==> config.mk <==
export PLATFORM = sky130hd
export DESIGN_NAME = dac_cfg_regs
export DESIGN_NICKNAME = d
export VERILOG_FILES = /design/src/rtl/dac_cfg_pkg.sv /design/src/rtl/dac_cfg_serial.sv /design/src/rtl/dac_cfg_bank.sv /design/src/rtl/dac_cfg_regs.sv
export SDC_FILE = /design/constraint.sdc
export NUM_CORES = 1
export LEC_CHECK = 0
export BUFFER_PORTS_ARGS = -buffer_cell sky130_fd_sc_hd__buf_2
export CORE_MARGIN = 5
export CORE_UTILIZATION = 60
export DETAILED_ROUTE_END_ITERATION = 8
export PLACE_DENSITY = 0.85
export SETUP_SLACK_MARGIN = 0.3
export SLEW_MARGIN = 20
export SYNTH_ARGS = -nofsm -noshare
export SYNTH_HDL_FRONTEND = slang
export SYNTH_SLANG_ARGS = --single-unit
==> constraint.sdc <==
create_clock -name clk -period 3.7 [get_ports clk]
set_input_delay 0.185 -clock clk [delete_from_list [all_inputs] [get_ports clk]]
set_output_delay 0.185 -clock clk [all_outputs]
set_load 0.02 [all_outputs]
==> src/rtl/dac_cfg_pkg.sv <==
package dac_cfg_pkg;
  localparam int ADDR_W   = 7;
  localparam int DATA_W   = 8;
  localparam int NUM_REGS = 8;
  localparam int SRST_BIT  = 5;
  localparam int ORDER_BIT = 6;

  typedef struct packed {
    logic              wrStb;
    logic [ADDR_W-1:0] addr;
    logic [DATA_W-1:0] data;
  } cfgWr_t;

  function automatic logic [DATA_W-1:0] regMask(int idx);
    case (idx)
      0: regMask = 8'h5C;
      1: regMask = 8'hFE;
      2: regMask = 8'h90;
      4: regMask = 8'hFF;
      5: regMask = 8'h0F;
      6: regMask = 8'hFF;
      7: regMask = 8'h03;
      default: regMask = 8'h00;
    endcase
  endfunction

  function automatic logic [DATA_W-1:0] regDefault(int idx);
    case (idx)
      1: regDefault = 8'hD4;
      5: regDefault = 8'h0F;
      default: regDefault = 8'h00;
    endcase
  endfunction

  function automatic logic [DATA_W-1:0] bitRev(logic [DATA_W-1:0] v);
    for (int i = 0; i < DATA_W; i++) bitRev[i] = v[DATA_W-1-i];
  endfunction
endpackage

==> src/rtl/dac_cfg_serial.sv <==
module dac_cfg_serial
  import dac_cfg_pkg::*;
(
  input  logic              clk,
  input  logic              rstN,
  input  logic              csN,
  input  logic              sclk,
  input  logic              sdi,
  input  logic              lsbFirst,
  input  logic [DATA_W-1:0] rdData,
  output logic [ADDR_W-1:0] rdAddr,
  output cfgWr_t            wrBus,
  output logic              sdo
);
  localparam int FRAME = 2 * DATA_W;
  localparam int CNT_W = $clog2(FRAME + 1);
  localparam int IDX_W = $clog2(DATA_W);
  localparam logic [IDX_W-1:0] TOP_IDX = IDX_W'(DATA_W - 1);

  logic              sclkQ, lsbTx;
  logic [CNT_W-1:0]  bitCnt;
  logic [DATA_W-1:0] shReg, instr, rdBuf, byteNow, byteVal;
  logic [IDX_W-1:0]  bitIdx;
  logic              sRise, sFall;

  assign sRise   = sclk & ~sclkQ;
  assign sFall   = ~sclk & sclkQ;
  assign byteNow = {shReg[DATA_W-2:0], sdi};
  assign byteVal = lsbTx ? bitRev(byteNow) : byteNow;
  assign rdAddr  = byteVal[ADDR_W-1:0];
  assign bitIdx  = IDX_W'(bitCnt - CNT_W'(DATA_W));

  always_comb begin
    wrBus.wrStb = !csN && sRise && (bitCnt == CNT_W'(FRAME - 1)) && !instr[DATA_W-1];
    wrBus.addr  = instr[ADDR_W-1:0];
    wrBus.data  = byteVal;
  end

  always_ff @(posedge clk or negedge rstN) begin
    if (!rstN) begin
      sclkQ  <= 1'b0;
      lsbTx  <= 1'b0;
      bitCnt <= '0;
      shReg  <= '0;
      instr  <= '0;
      rdBuf  <= '0;
      sdo    <= 1'b0;
    end else begin
      sclkQ <= sclk;
      if (csN) begin
        lsbTx  <= lsbFirst;
        bitCnt <= '0;
        instr  <= '0;
        sdo    <= 1'b0;
      end else if (sRise && bitCnt < CNT_W'(FRAME)) begin
        shReg  <= byteNow;
        bitCnt <= bitCnt + 1'b1;
        if (bitCnt == CNT_W'(DATA_W - 1)) begin
          instr <= byteVal;
          rdBuf <= rdData;
        end
      end else if (sFall && instr[DATA_W-1] && bitCnt >= CNT_W'(DATA_W)
                   && bitCnt < CNT_W'(FRAME)) begin
        sdo <= lsbTx ? rdBuf[bitIdx] : rdBuf[TOP_IDX - bitIdx];
      end
    end
  end
endmodule

==> src/rtl/dac_cfg_bank.sv <==
module dac_cfg_bank
  import dac_cfg_pkg::*;
(
  input  logic                       clk,
  input  logic                       rstN,
  input  cfgWr_t                     wrBus,
  input  logic [ADDR_W-1:0]          rdAddr,
  output logic [DATA_W-1:0]          rdData,
  output logic [NUM_REGS*DATA_W-1:0] regFlat
);
  localparam int RIDX_W = $clog2(NUM_REGS);

  logic [DATA_W-1:0] regQ [NUM_REGS];
  logic softRst;

  assign softRst = wrBus.wrStb && (wrBus.addr == '0) && wrBus.data[SRST_BIT];

  for (genvar g = 0; g < NUM_REGS; g++) begin : g_reg
    always_ff @(posedge clk or negedge rstN) begin
      if (!rstN)
        regQ[g] <= regDefault(g);
      else if (softRst)
        regQ[g] <= regDefault(g);
      else if (wrBus.wrStb && wrBus.addr == ADDR_W'(g))
        regQ[g] <= wrBus.data & regMask(g);
    end
    assign regFlat[g*DATA_W +: DATA_W] = regQ[g];
  end

  assign rdData = (rdAddr < ADDR_W'(NUM_REGS)) ? regQ[rdAddr[RIDX_W-1:0]] : '0;
endmodule

==> src/rtl/dac_cfg_regs.sv <==
module dac_cfg_regs
  import dac_cfg_pkg::*;
(
  input  logic       clk,
  input  logic       rstN,
  input  logic       spiCsN,
  input  logic       spiClk,
  input  logic       spiDin,
  output logic       spiDout,
  output logic       lsbFirst,
  output logic       interpClkStop,
  output logic       pdI,
  output logic       pdQ,
  output logic       fullPowerDown,
  output logic [1:0] interpRatio,
  output logic       firHighpass,
  output logic [1:0] modFreq,
  output logic       modReal,
  output logic       modSignInv,
  output logic       offsetBinary,
  output logic       latchFalling,
  output logic [7:0] fineGain,
  output logic [3:0] coarseGain,
  output logic [9:0] offsetCode
);
  cfgWr_t                     wrBus;
  logic [ADDR_W-1:0]          rdAddr;
  logic [DATA_W-1:0]          rdData;
  logic [NUM_REGS*DATA_W-1:0] regFlat;

  dac_cfg_serial u_serial (
    .clk(clk), .rstN(rstN), .csN(spiCsN), .sclk(spiClk), .sdi(spiDin),
    .lsbFirst(lsbFirst), .rdData(rdData), .rdAddr(rdAddr),
    .wrBus(wrBus), .sdo(spiDout)
  );

  dac_cfg_bank u_bank (
    .clk(clk), .rstN(rstN), .wrBus(wrBus), .rdAddr(rdAddr),
    .rdData(rdData), .regFlat(regFlat)
  );

  assign lsbFirst      = regFlat[0*8 + ORDER_BIT];
  assign interpClkStop = regFlat[0*8 + 4];
  assign pdI           = regFlat[0*8 + 3];
  assign pdQ           = regFlat[0*8 + 2];
  assign fullPowerDown = pdI & pdQ;
  assign interpRatio   = regFlat[1*8 + 6 +: 2];
  assign firHighpass   = regFlat[1*8 + 5];
  assign modFreq       = regFlat[1*8 + 3 +: 2];
  assign modReal       = regFlat[1*8 + 2];
  assign modSignInv    = regFlat[1*8 + 1];
  assign offsetBinary  = regFlat[2*8 + 7];
  assign latchFalling  = regFlat[2*8 + 4];
  assign fineGain      = regFlat[4*8 +: 8];
  assign coarseGain    = regFlat[5*8 +: 4];
  assign offsetCode    = {regFlat[6*8 +: 8], regFlat[7*8 +: 2]};
endmodule

### After elaboration in Yosys (flattened, before gate mapping)

Cells that the tools add are included.

| word-level totals | value |
|---|---|
| register bits after elaboration | 95 |
| bits of input ports | 5 |
| output and inout port bits | 37 |

| cells by class | value |
|---|---|
| add/sub/neg operators | 3 |
| $lt $le $gt $ge | 6 |
| equality and inequality tests | 10 |
| multiplexer cells | 34 |
| bitwise gates (word level) | 7 |
| reduce and logical (&&, ||, !) cells | 34 |

Operator list:

| operator | count |
|---|---|
| $mux 8 | 23 |
| $eq 7x3->1 const B | 4 |
| $bmux 8 s3 | 1 |
| $reduce_bool 2->1 | 11 |
| $logic_and 1x1->1 | 16 |
| $eq 7x2->1 const B | 2 |
| $mux 5 | 2 |
| $lt 3x4->1 const B | 2 |
| $eq 7x1->1 const B | 1 |
| $logic_not 7->1 | 1 |
| $lt 7x4->1 const B | 1 |
| $bmux 1 s3 | 2 |
| $mux 1 | 6 |
| $reduce_and 2->1 | 3 |
| $add 5x1->5 const B | 1 |
| $eq 5x3->1 const B | 1 |
| $eq 5x4->1 const B | 1 |
| $ge 5x4->1 const B | 1 |
| $lt 5x5->1 const B | 1 |
| $ge 4x4->1 const B | 1 |
| $not 3->4 | 1 |
| $and 1x1->1 | 3 |
| $not 1->1 | 3 |
| $reduce_and 3->1 | 1 |
| other kinds (4) | 5 |

### Longest topological paths before layout

Gate-level depths: netlist of the first run.

| logic depth | value |
|---|---|
| depth in word-level cells | 8 |
| gate-level depth with buffers | 7 |

### Hierarchy

Synthesis of the first run repeated with hierarchy kept, for this count alone.

| unflattened totals | value |
|---|---|
| cells, all modules | 391 |
| area, all modules | 3,931.3 um^2 |

By module, submodules not included:

| module | instances | cells an instance | area each (um^2) | sequential area each (um^2) |
|---|---|---|---|---|
| dac_cfg_bank | 1 | 255 | 2,279.7 | 885.8 |
| dac_cfg_serial | 1 | 135 | 1,645.3 | 775.7 |
| dac_cfg_regs | 1 | 1 | 6.3 | 0.0 |

### Worst setup path after synthesis of the first run

OpenSTA, ideal clock, no wires.

| path | value |
|---|---|
| path type | register to register |
| start point | register u_serial.bitCnt[0] |
| end point | register u_serial.sdo |
| data arrival time | 1.739 ns |
| required time | 3.564 ns |
| slack | 1.825 ns |
| stages on the path, launching flop included | 6 |
| buffers on the path | 1 |
| clock period less this slack | 1.875 ns |
| path through | dfrtp_1 -> clkbuf_1 -> mux4_2 -> mux4_2 -> nand2_1 -> a21oi_1 |

| on the way | value |
|---|---|
| word-level cells in the longest chain between the ends | 8 |

RTL lines:

| what | line | text |
|---|---|---|
| from (decl) | dac_cfg_serial.sv:21 | `logic [CNT_W-1:0] bitCnt;` |
| from (signal assigned) | dac_cfg_serial.sv:57 | `bitCnt <= bitCnt + 1'b1;` |
| $sub 3x1->3 | dac_cfg_serial.sv:31 | `assign bitIdx = IDX_W'(bitCnt - CNT_W'(DATA_W));` |
| $sub 3x3->3 | dac_cfg_serial.sv:64 | `sdo <= lsbTx ? rdBuf[bitIdx] : rdBuf[TOP_IDX - bitIdx];` |
| $bmux 1 s3 | dac_cfg_serial.sv:64 |  |
| $mux 1 (not written as such) | dac_cfg_serial.sv:64 |  |
| $mux 1 | dac_cfg_serial.sv:64 |  |
| $mux 1 | dac_cfg_serial.sv:62 | `end else if (sFall && instr[DATA_W-1] && bitCnt >= CNT_W'(DATA_W)` |
| $mux 1 | dac_cfg_serial.sv:55 | `end else if (sRise && bitCnt < CNT_W'(FRAME)) begin` |
| $mux 1 | dac_cfg_serial.sv:50 | `if (csN) begin` |
| to (signal assigned) | dac_cfg_serial.sv:64 |  |
| to (decl) | dac_cfg_serial.sv:13 | `output logic sdo` |

Parallel ways exist; a longest one is shown, timed or not. The select of a mux whose other input is x is not followed.
A chain may end at the register's enable or synchronous reset.

### Worst setup path in the final report of the first run

| path | value |
|---|---|
| start point | register u_serial.bitCnt[0] |
| end point | register u_bank.regQ, in the netlist u_bank.regFlat[14] |

| on the way | value |
|---|---|
| word-level cells in the longest chain between the ends | 6 |

RTL lines:

| what | line | text |
|---|---|---|
| $eq 5x4->1 * | dac_cfg_serial.sv:34 | `wrBus.wrStb = !csN && sRise && (bitCnt == CNT_W'(FRAME - 1)) && !instr[DATA_W-1];` |
| $logic_and 1x1->1 * (2 in series) | dac_cfg_serial.sv:34 |  |
| $logic_and 1x1->1 (2 in series) | dac_cfg_bank.sv:16 | `assign softRst = wrBus.wrStb && (wrBus.addr == '0) && wrBus.data[SRST_BIT];` |
| $mux 8 / $reduce_bool 2->1 (equally long branches) | n/a |  |
| to (signal, indexed assignment) | dac_cfg_bank.sv:21 | `regQ[g] <= regDefault(g);` |
| to (signal, indexed assignment) | dac_cfg_bank.sv:23 | `regQ[g] <= regDefault(g);` |
| to (signal, indexed assignment) | dac_cfg_bank.sv:25 | `regQ[g] <= wrBus.data & regMask(g);` |
| to (decl) | dac_cfg_bank.sv:13 | `logic [DATA_W-1:0] regQ [NUM_REGS];` |

Mark *: on every way between the ends. The rest lies on a longest branch, timed or not.

==> impl_metrics.py, run 1 <==
metrics = {
    "final_layout": {
        "drive_gt1_share_pct": 24.7,
        "area_growth_pct": 13.7,
        "finalCoreUtilization_pct": 71.3,
        "instances_no_fill": 461,
        "n_antenna_cell": 0,
        "nets": 391,
    },
    "timing": {
        "period_share_pct": 70.7,
        "final_hold_viol_count": 0,
        "worstMarginPinSlew_ps": 1160,
        "fin_setup_tns_ps": 0,
        "fin_skew_ps": 7.40,
        "rsz0062_at_grt": "no",
        "setup_violations": 0,
        "max-slew-margin-rel_pct": 22.3,
        "min_period_ps": 2620,
        "slew_viol_final": 0,
        "fmax_ghz": 0.382,
        "holdWs_ps": 68.4,
    },
    "setup_path": {
        "path_class": "register to register",
        "critPathMaxFanout": 20,
        "worstSetupStartpointType": "register",
        "critical_path_arrival_ps": 2910,
        "end_kind": "register",
        "rrSetupSlack_ps": 1080,
        "cp.required_ps": 3990,
    },
    "global_route": {
        "grt_overflow": 0,
        "grt_pass1_vias": 3005,
        "grt_start_max_net_pins": 37,
        "grt_first_pass_wirelength_um": 15700,
        "antenna_found_initial": 0,
        "grt_usage_pct": 27.5,
    },
    "yosys": {
        "synth_edf_count": 0,
        "ys_seq_area_share_pct": 47.2,
        "avgSynthCellArea_um2": 10.0,
        "netlist_area_mm2": 0.00352,
        "synthFlopType": "dfrtp_1",
        "async_flop_share_pct": 100,
        "synth.top_cell.area_share_pct": 41.3,
        "synth_cells": 351,
        "ys_top_cells_by_area": "dfrtp_1 (41%), dfstp_2 (6.0%), nor3_1 (6.0%)",
        "netlist_top_cells_count": "dfrtp_1 (58), nor3_1 (42), nand2_1 (35)",
        "yosysMostFrequentCell": "dfrtp_1",
        "synth.distinct_cells": 48,
        "synth-seq-cells": 66,
        "synth_nets": 358,
        "synth.largest_area_cell": "dfrtp_1",
        "synth_warnings": 0,
    },
    "clocking": {
        "clock_latency_ps": 360,
        "htreeDepth": 3,
        "ctsResizeCount": 0,
        "cts_made_buffers": 9,
        "cts_tree": "yes",
        "cts.sinks": 66,
        "clkTransAtPathRegs_ps": 70,
        "cts_buffer_depth": 2,
        "root_buffer": "clkbuf_8",
    },
    "floorplanning": {
        "start_util_pct": 62.7,
        "die_h_um": 86.6,
        "die-area_mm2": 0.00749,
        "rows": 27,
        "core_mm2": 0.00561,
        "io-pin-count": 42,
        "dieWidth_um": 86.6,
    },
    "drt": {
        "post_drt_wl_per_cell_um": 20.8,
        "dr_total_vias": 3104,
        "first_pass_iters": 6,
        "ant_nets": 0,
        "drt_iter0_drc": 390,
        "wirelength_um": 9610,
        "drc": 0,
        "avgViaCountPerCell": 6.73,
    },
    "power": {
        "p_total_w": 0.00175,
        "peakVddDrop_v": 0.000273,
        "p_leak_nw": 1.78,
        "power.density_mw_per_mm2": 438,
    },
    "job": {
        "drv_cap": 0,
    },
    "run_status": {
        "status": "complete, no violations",
    },
    "placed_design": {
        "dp_hpwl_um": 6460,
        "place_inst": 443,
        "finalWeightedCongestion": 0.972,
        "portBuffers": 41,
    },
    "worst_hold_path": {
        "hold_path_class": "primary input to register",
    },
}
[path summary, 6_finish.rpt]
path	from	endpoint	cells after the start
hold / removal	spiDin	u_serial.shReg[0]	3
setup / recovery	u_serial.bitCnt[0]	u_bank.regFlat[14]	6
max in group asynchronous	rstN	u_bank.regFlat[41]	3
hold reg to reg	u_bank.regFlat[41]	u_bank.regFlat[41]	2
setup reg to reg	u_serial.bitCnt[0]	u_bank.regFlat[14]	6
min in group asynchronous	rstN	u_serial.lsbTx	2
[area by class of cell]
| type | count | area, µm² |
|---|---|---|
| Clock buffer | 10 | 138 |
| Clock inverter | 6 | 114 |
| Fill cell | 425 | 1610 |
| Inverter | 1 | 3.75 |
| Multi-Input combinational cell | 256 | 1710 |
| Sequential cell | 66 | 1660 |
| Tap cell | 72 | 90.1 |
| Timing Repair Buffer | 50 | 278 |
[cells in the final DEF, fill, tap and decap left out, types with 2 or more instances in the layout]
master and n:
a211oi_1 4, a21oi_1 24, a22o_1 2, a32o_1 6, and2_1 2, and3_1 3
and4_1 2, and4b_1 2, buf_2 41, buf_4 7, bufinv_16 3, clkbuf_8 10
clkinvlp_4 2, dfrtp_1 58, dfstp_2 8, dlygate4sd3_1 2, ha_1 2, mux2_2 11
mux2i_1 17, mux4_2 5, nand2_1 35, nand2b_1 3, nand3_1 20, nand4_1 8
nand4b_1 3, nor2_1 17, nor3_1 42, nor3b_1 2, nor4b_4 2, o211ai_1 4
o21ai_0 20, o22ai_1 2, o31ai_1 2, xor2_1 2
[registers in the layout (all words and copies together), names as in the netlist]
register	cells
u_serial.instr	8
u_serial.sclkQ	1
u_serial.rdBuf	8
u_serial.bitCnt	5
u_serial.sdo	1
u_serial.lsbTx	1
u_bank.regFlat	35
u_serial.shReg	7
[power by group]
| part | switching, W | total (W) | internal, W |
|---|---|---|---|
| logic | 0.000155 | 0.000218 | 0.0000636 |
| clock network | 0.000290 | 0.000757 | 0.000466 |
| registers | 0.0000330 | 0.000777 | 0.000744 |
[per-stage QoR]
stage          worst slack, ps  cell area, µm²
6_report                  1080            4000
5_1_grt                    895            4000
4_1_cts                   1150            4000
3_5_place_dp              1190            3730
3_3_place_gp              1310            3730
2_1_floorplan             1830            3520
[what timing repair did]
action | CTS | global route
hold buffers | 2 | 0
endpoints found under the hold margin | 36 | 0
setup buffers | 0 | 0
[worst max-delay path: stages (launching register included)]
cell and delay, ps:
dfrtp_1 550, ha_1 270, and3_1 180, ha_1 220, and4b_1 700, nand3_1 430, nand3_1 180
[metal layers]
metal	track usage, %	part of all wire, %	vias up
met5	0	0	-
met2	39.8	46	203
li1	-	-	1366
met3	8.46	10	29
met1	38.4	41	1506
met4	11.8	2.9	0
[kinds of logic after synthesis]
family          after synthesis  synth area share [%]
fa+ha+maj                     2                 0.711
simple gates                151                  24.1
mux                          33                  11.6
buf+inv                      29                  4.02
xor+xnor                      3                 0.747
compound gates               67                  11.6
flops                        66                  47.2
No activity file was read; power rests on OpenSTA's default activity.
==> run 2: changes to the inputs <==
--- a/config.mk
+++ b/config.mk
@@ -7,9 +7,9 @@
 export LEC_CHECK = 0
 export BUFFER_PORTS_ARGS = -buffer_cell sky130_fd_sc_hd__buf_2
 export CORE_MARGIN = 5
-export CORE_UTILIZATION = 60
+export CORE_UTILIZATION = 58
 export DETAILED_ROUTE_END_ITERATION = 8
-export PLACE_DENSITY = 0.85
+export PLACE_DENSITY = 0.82
 export SETUP_SLACK_MARGIN = 0.3
 export SLEW_MARGIN = 20
 export SYNTH_ARGS = -nofsm -noshare
==> constraint.sdc (replaced) <==
create_clock -name clk -period 2.7 [get_ports clk]
set_input_delay 0.135 -clock clk [delete_from_list [all_inputs] [get_ports clk]]
set_output_delay 0.135 -clock clk [all_outputs]
set_load 0.02 [all_outputs]
==> run 2 against run 1 <==
  * Design area grew 0.19%
  * Global-route usage shrank 0.50 points
  * Worst hold slack lost 17 ps
  * First-iteration DRC count grew 8.2%
  * Critical path type unchanged
  * Highest routed layer unchanged
==> impl_metrics.py, run 2 (synthesis results as in run 1) <==
metrics = {
    "setup_path": {
        "end_kind": "register",
        "path_class": "register to register",
        "critPathMaxFanout": 16,
        "cp.required_ps": 2970,
        "critical_path_arrival_ps": 2490,
        "worstSetupStartpointType": "register",
    },
    "power": {
        "p_leak_nw": 1.79,
        "power.density_mw_per_mm2": 576,
        "peakVddDrop_v": 0.000333,
    },
    "drt": {
        "avgViaCountPerCell": 6.69,
        "wirelength_um": 9840,
        "drt_iter0_drc": 422,
        "ant_nets": 0,
        "dr_total_vias": 3138,
        "first_pass_iters": 6,
        "post_drt_wl_per_cell_um": 21.0,
        "drc": 0,
    },
    "timing": {
        "setup_violations": 0,
        "period_share_pct": 82.2,
        "slew_viol_final": 0,
        "fin_setup_tns_ps": 0,
        "worstMarginPinSlew_ps": 876,
        "fmax_ghz": 0.451,
        "min_period_ps": 2220,
        "fin_skew_ps": 10.7,
        "final_hold_viol_count": 0,
        "max-slew-margin-rel_pct": 41.6,
        "rsz0062_at_grt": "no",
    },
    "final_layout": {
        "mostFrequentLayoutCell": "dfrtp_1",
        "nets": 396,
        "multiInputGateArea_mm2": 0.00171,
        "largest_register_ffs": 35,
        "instances_no_fill": 469,
        "layout_common_cells": "dfrtp_1 (58), nor3_1 (42), buf_2 (41)",
        "drive_gt1_share_pct": 25.6,
        "regArea_mm2": 0.00166,
        "num-fill-cells": 481,
        "n_antenna_cell": 0,
        "area_growth_pct": 13.9,
    },
    "worst_hold_path": {
        "hold_path_class": "primary input to register",
    },
    "clocking": {
        "cts.sinks": 66,
        "clkTransAtPathRegs_ps": 80,
        "htreeDepth": 3,
        "ctsResizeCount": 0,
        "cts_made_buffers": 9,
        "root_buffer": "clkbuf_8",
        "clock_latency_ps": 350,
        "cts_tree": "yes",
        "cts_buffer_depth": 2,
    },
    "floorplanning": {
        "die_h_um": 87.9,
        "die-area_mm2": 0.00772,
        "rows": 28,
        "io-pin-count": 42,
        "start_util_pct": 59.4,
        "core_mm2": 0.00592,
        "dieWidth_um": 87.9,
    },
    "global_route": {
        "antenna_found_initial": 0,
        "grt_first_pass_wirelength_um": 15700,
        "grt_overflow": 0,
        "grt_start_max_net_pins": 38,
        "grt_usage_pct": 27.0,
        "grt_pass1_vias": 2964,
    },
    "run_status": {
        "status": "complete, no violations",
    },
    "placed_design": {
        "finalWeightedCongestion": 0.881,
        "dp_hpwl_um": 6720,
        "place_inst": 450,
        "portBuffers": 41,
    },
    "job": {
        "drv_cap": 0,
    },
}
==> run 2: cell count changes in the layout (fill, tap and decap cells not counted), sizes merged <==
cell / delta
bufinv: -1
buf: +5
clkinv: +2
clkbuf: -1
==> run 2: final timing paths <==
path | slack [ps] | cells past startpoint | start | endpoint
worst max-delay path | 480 | 7 | u_serial.bitCnt[0] | u_bank.regFlat[51]
worst min-delay path | 50 | 3 | spiDin | u_serial.shReg[0]
worst max register to register | 480 | 7 | u_serial.bitCnt[0] | u_bank.regFlat[51]
worst min register to register | 520 | 2 | u_bank.regFlat[41] | u_bank.regFlat[41]
max in group asynchronous | 1430 | 3 | rstN | u_bank.regFlat[41]
min in group asynchronous | 420 | 2 | rstN | u_serial.sclkQ
==> run 2: area by class of cell <==
| cell class | instances | share of cell area (%) |
|---|---|---|
| multi-input cells | 256 | 42.8 |
| flip-flops and latches | 66 | 41.5 |
| repair buffers | 55 | 7.87 |
| clock buffers | 9 | 3.09 |
| clock inverters | 7 | 2.34 |
| well taps | 75 | 2.34 |
| inverters | 1 | 0.0937 |
==> run 2: what timing repair did <==
item / CTS / global route
setup buffers: 0 / 1
setup endpoints to repair: 0 / 5
hold endpoints to repair: 32 / 0
hold buffers: 2 / 0
==> run 2: power by group <==
part / internal (W) / total [W] / leakage [nW] / switching (W)
clock network: 0.000518 / 0.000933 / 0.105 / 0.000415
logic: 0.0000890 / 0.000307 / 0.803 / 0.000218
registers: 0.00102 / 0.00107 / 0.884 / 0.0000473
==> run 2: per-layer routing <==
| layer | routed length (µm) | up-vias | share of wire [%] | global-route usage (%) |
|---|---|---|---|---|
| li1 | - | 1378 | - | - |
| met1 | 4160 | 1539 | 42 | 38.4 |
| met2 | 4540 | 187 | 46 | 40.1 |
| met3 | 915 | 34 | 9.3 | 7.06 |
| met4 | 231 | 0 | 2.3 | 9.76 |
| met5 | 0 | - | 0 | 0 |
==> run 2: metrics by stage <==
stage	hold slack [ps]	total power (W)	setup WS (ps)	cell area, µm²	util (%)
floorplan	-161	0.00126	825	3520	-
global placement	282	0.00137	601	3760	63.5
detailed placement	285	0.00138	419	3760	63.5
CTS	39.5	0.00230	386	4000	67.5
global route	48.2	0.00238	338	4010	67.7
finish	51.1	0.00231	482	4010	67.7
==> run 2: critical path: stages, from the launching register on <==
cell and delay (ps):
dfrtp_1 570, ha_1 270, and3_1 160, ha_1 200, and4b_1 360, buf_4 270
a21oi_1 100, nor3_1 200
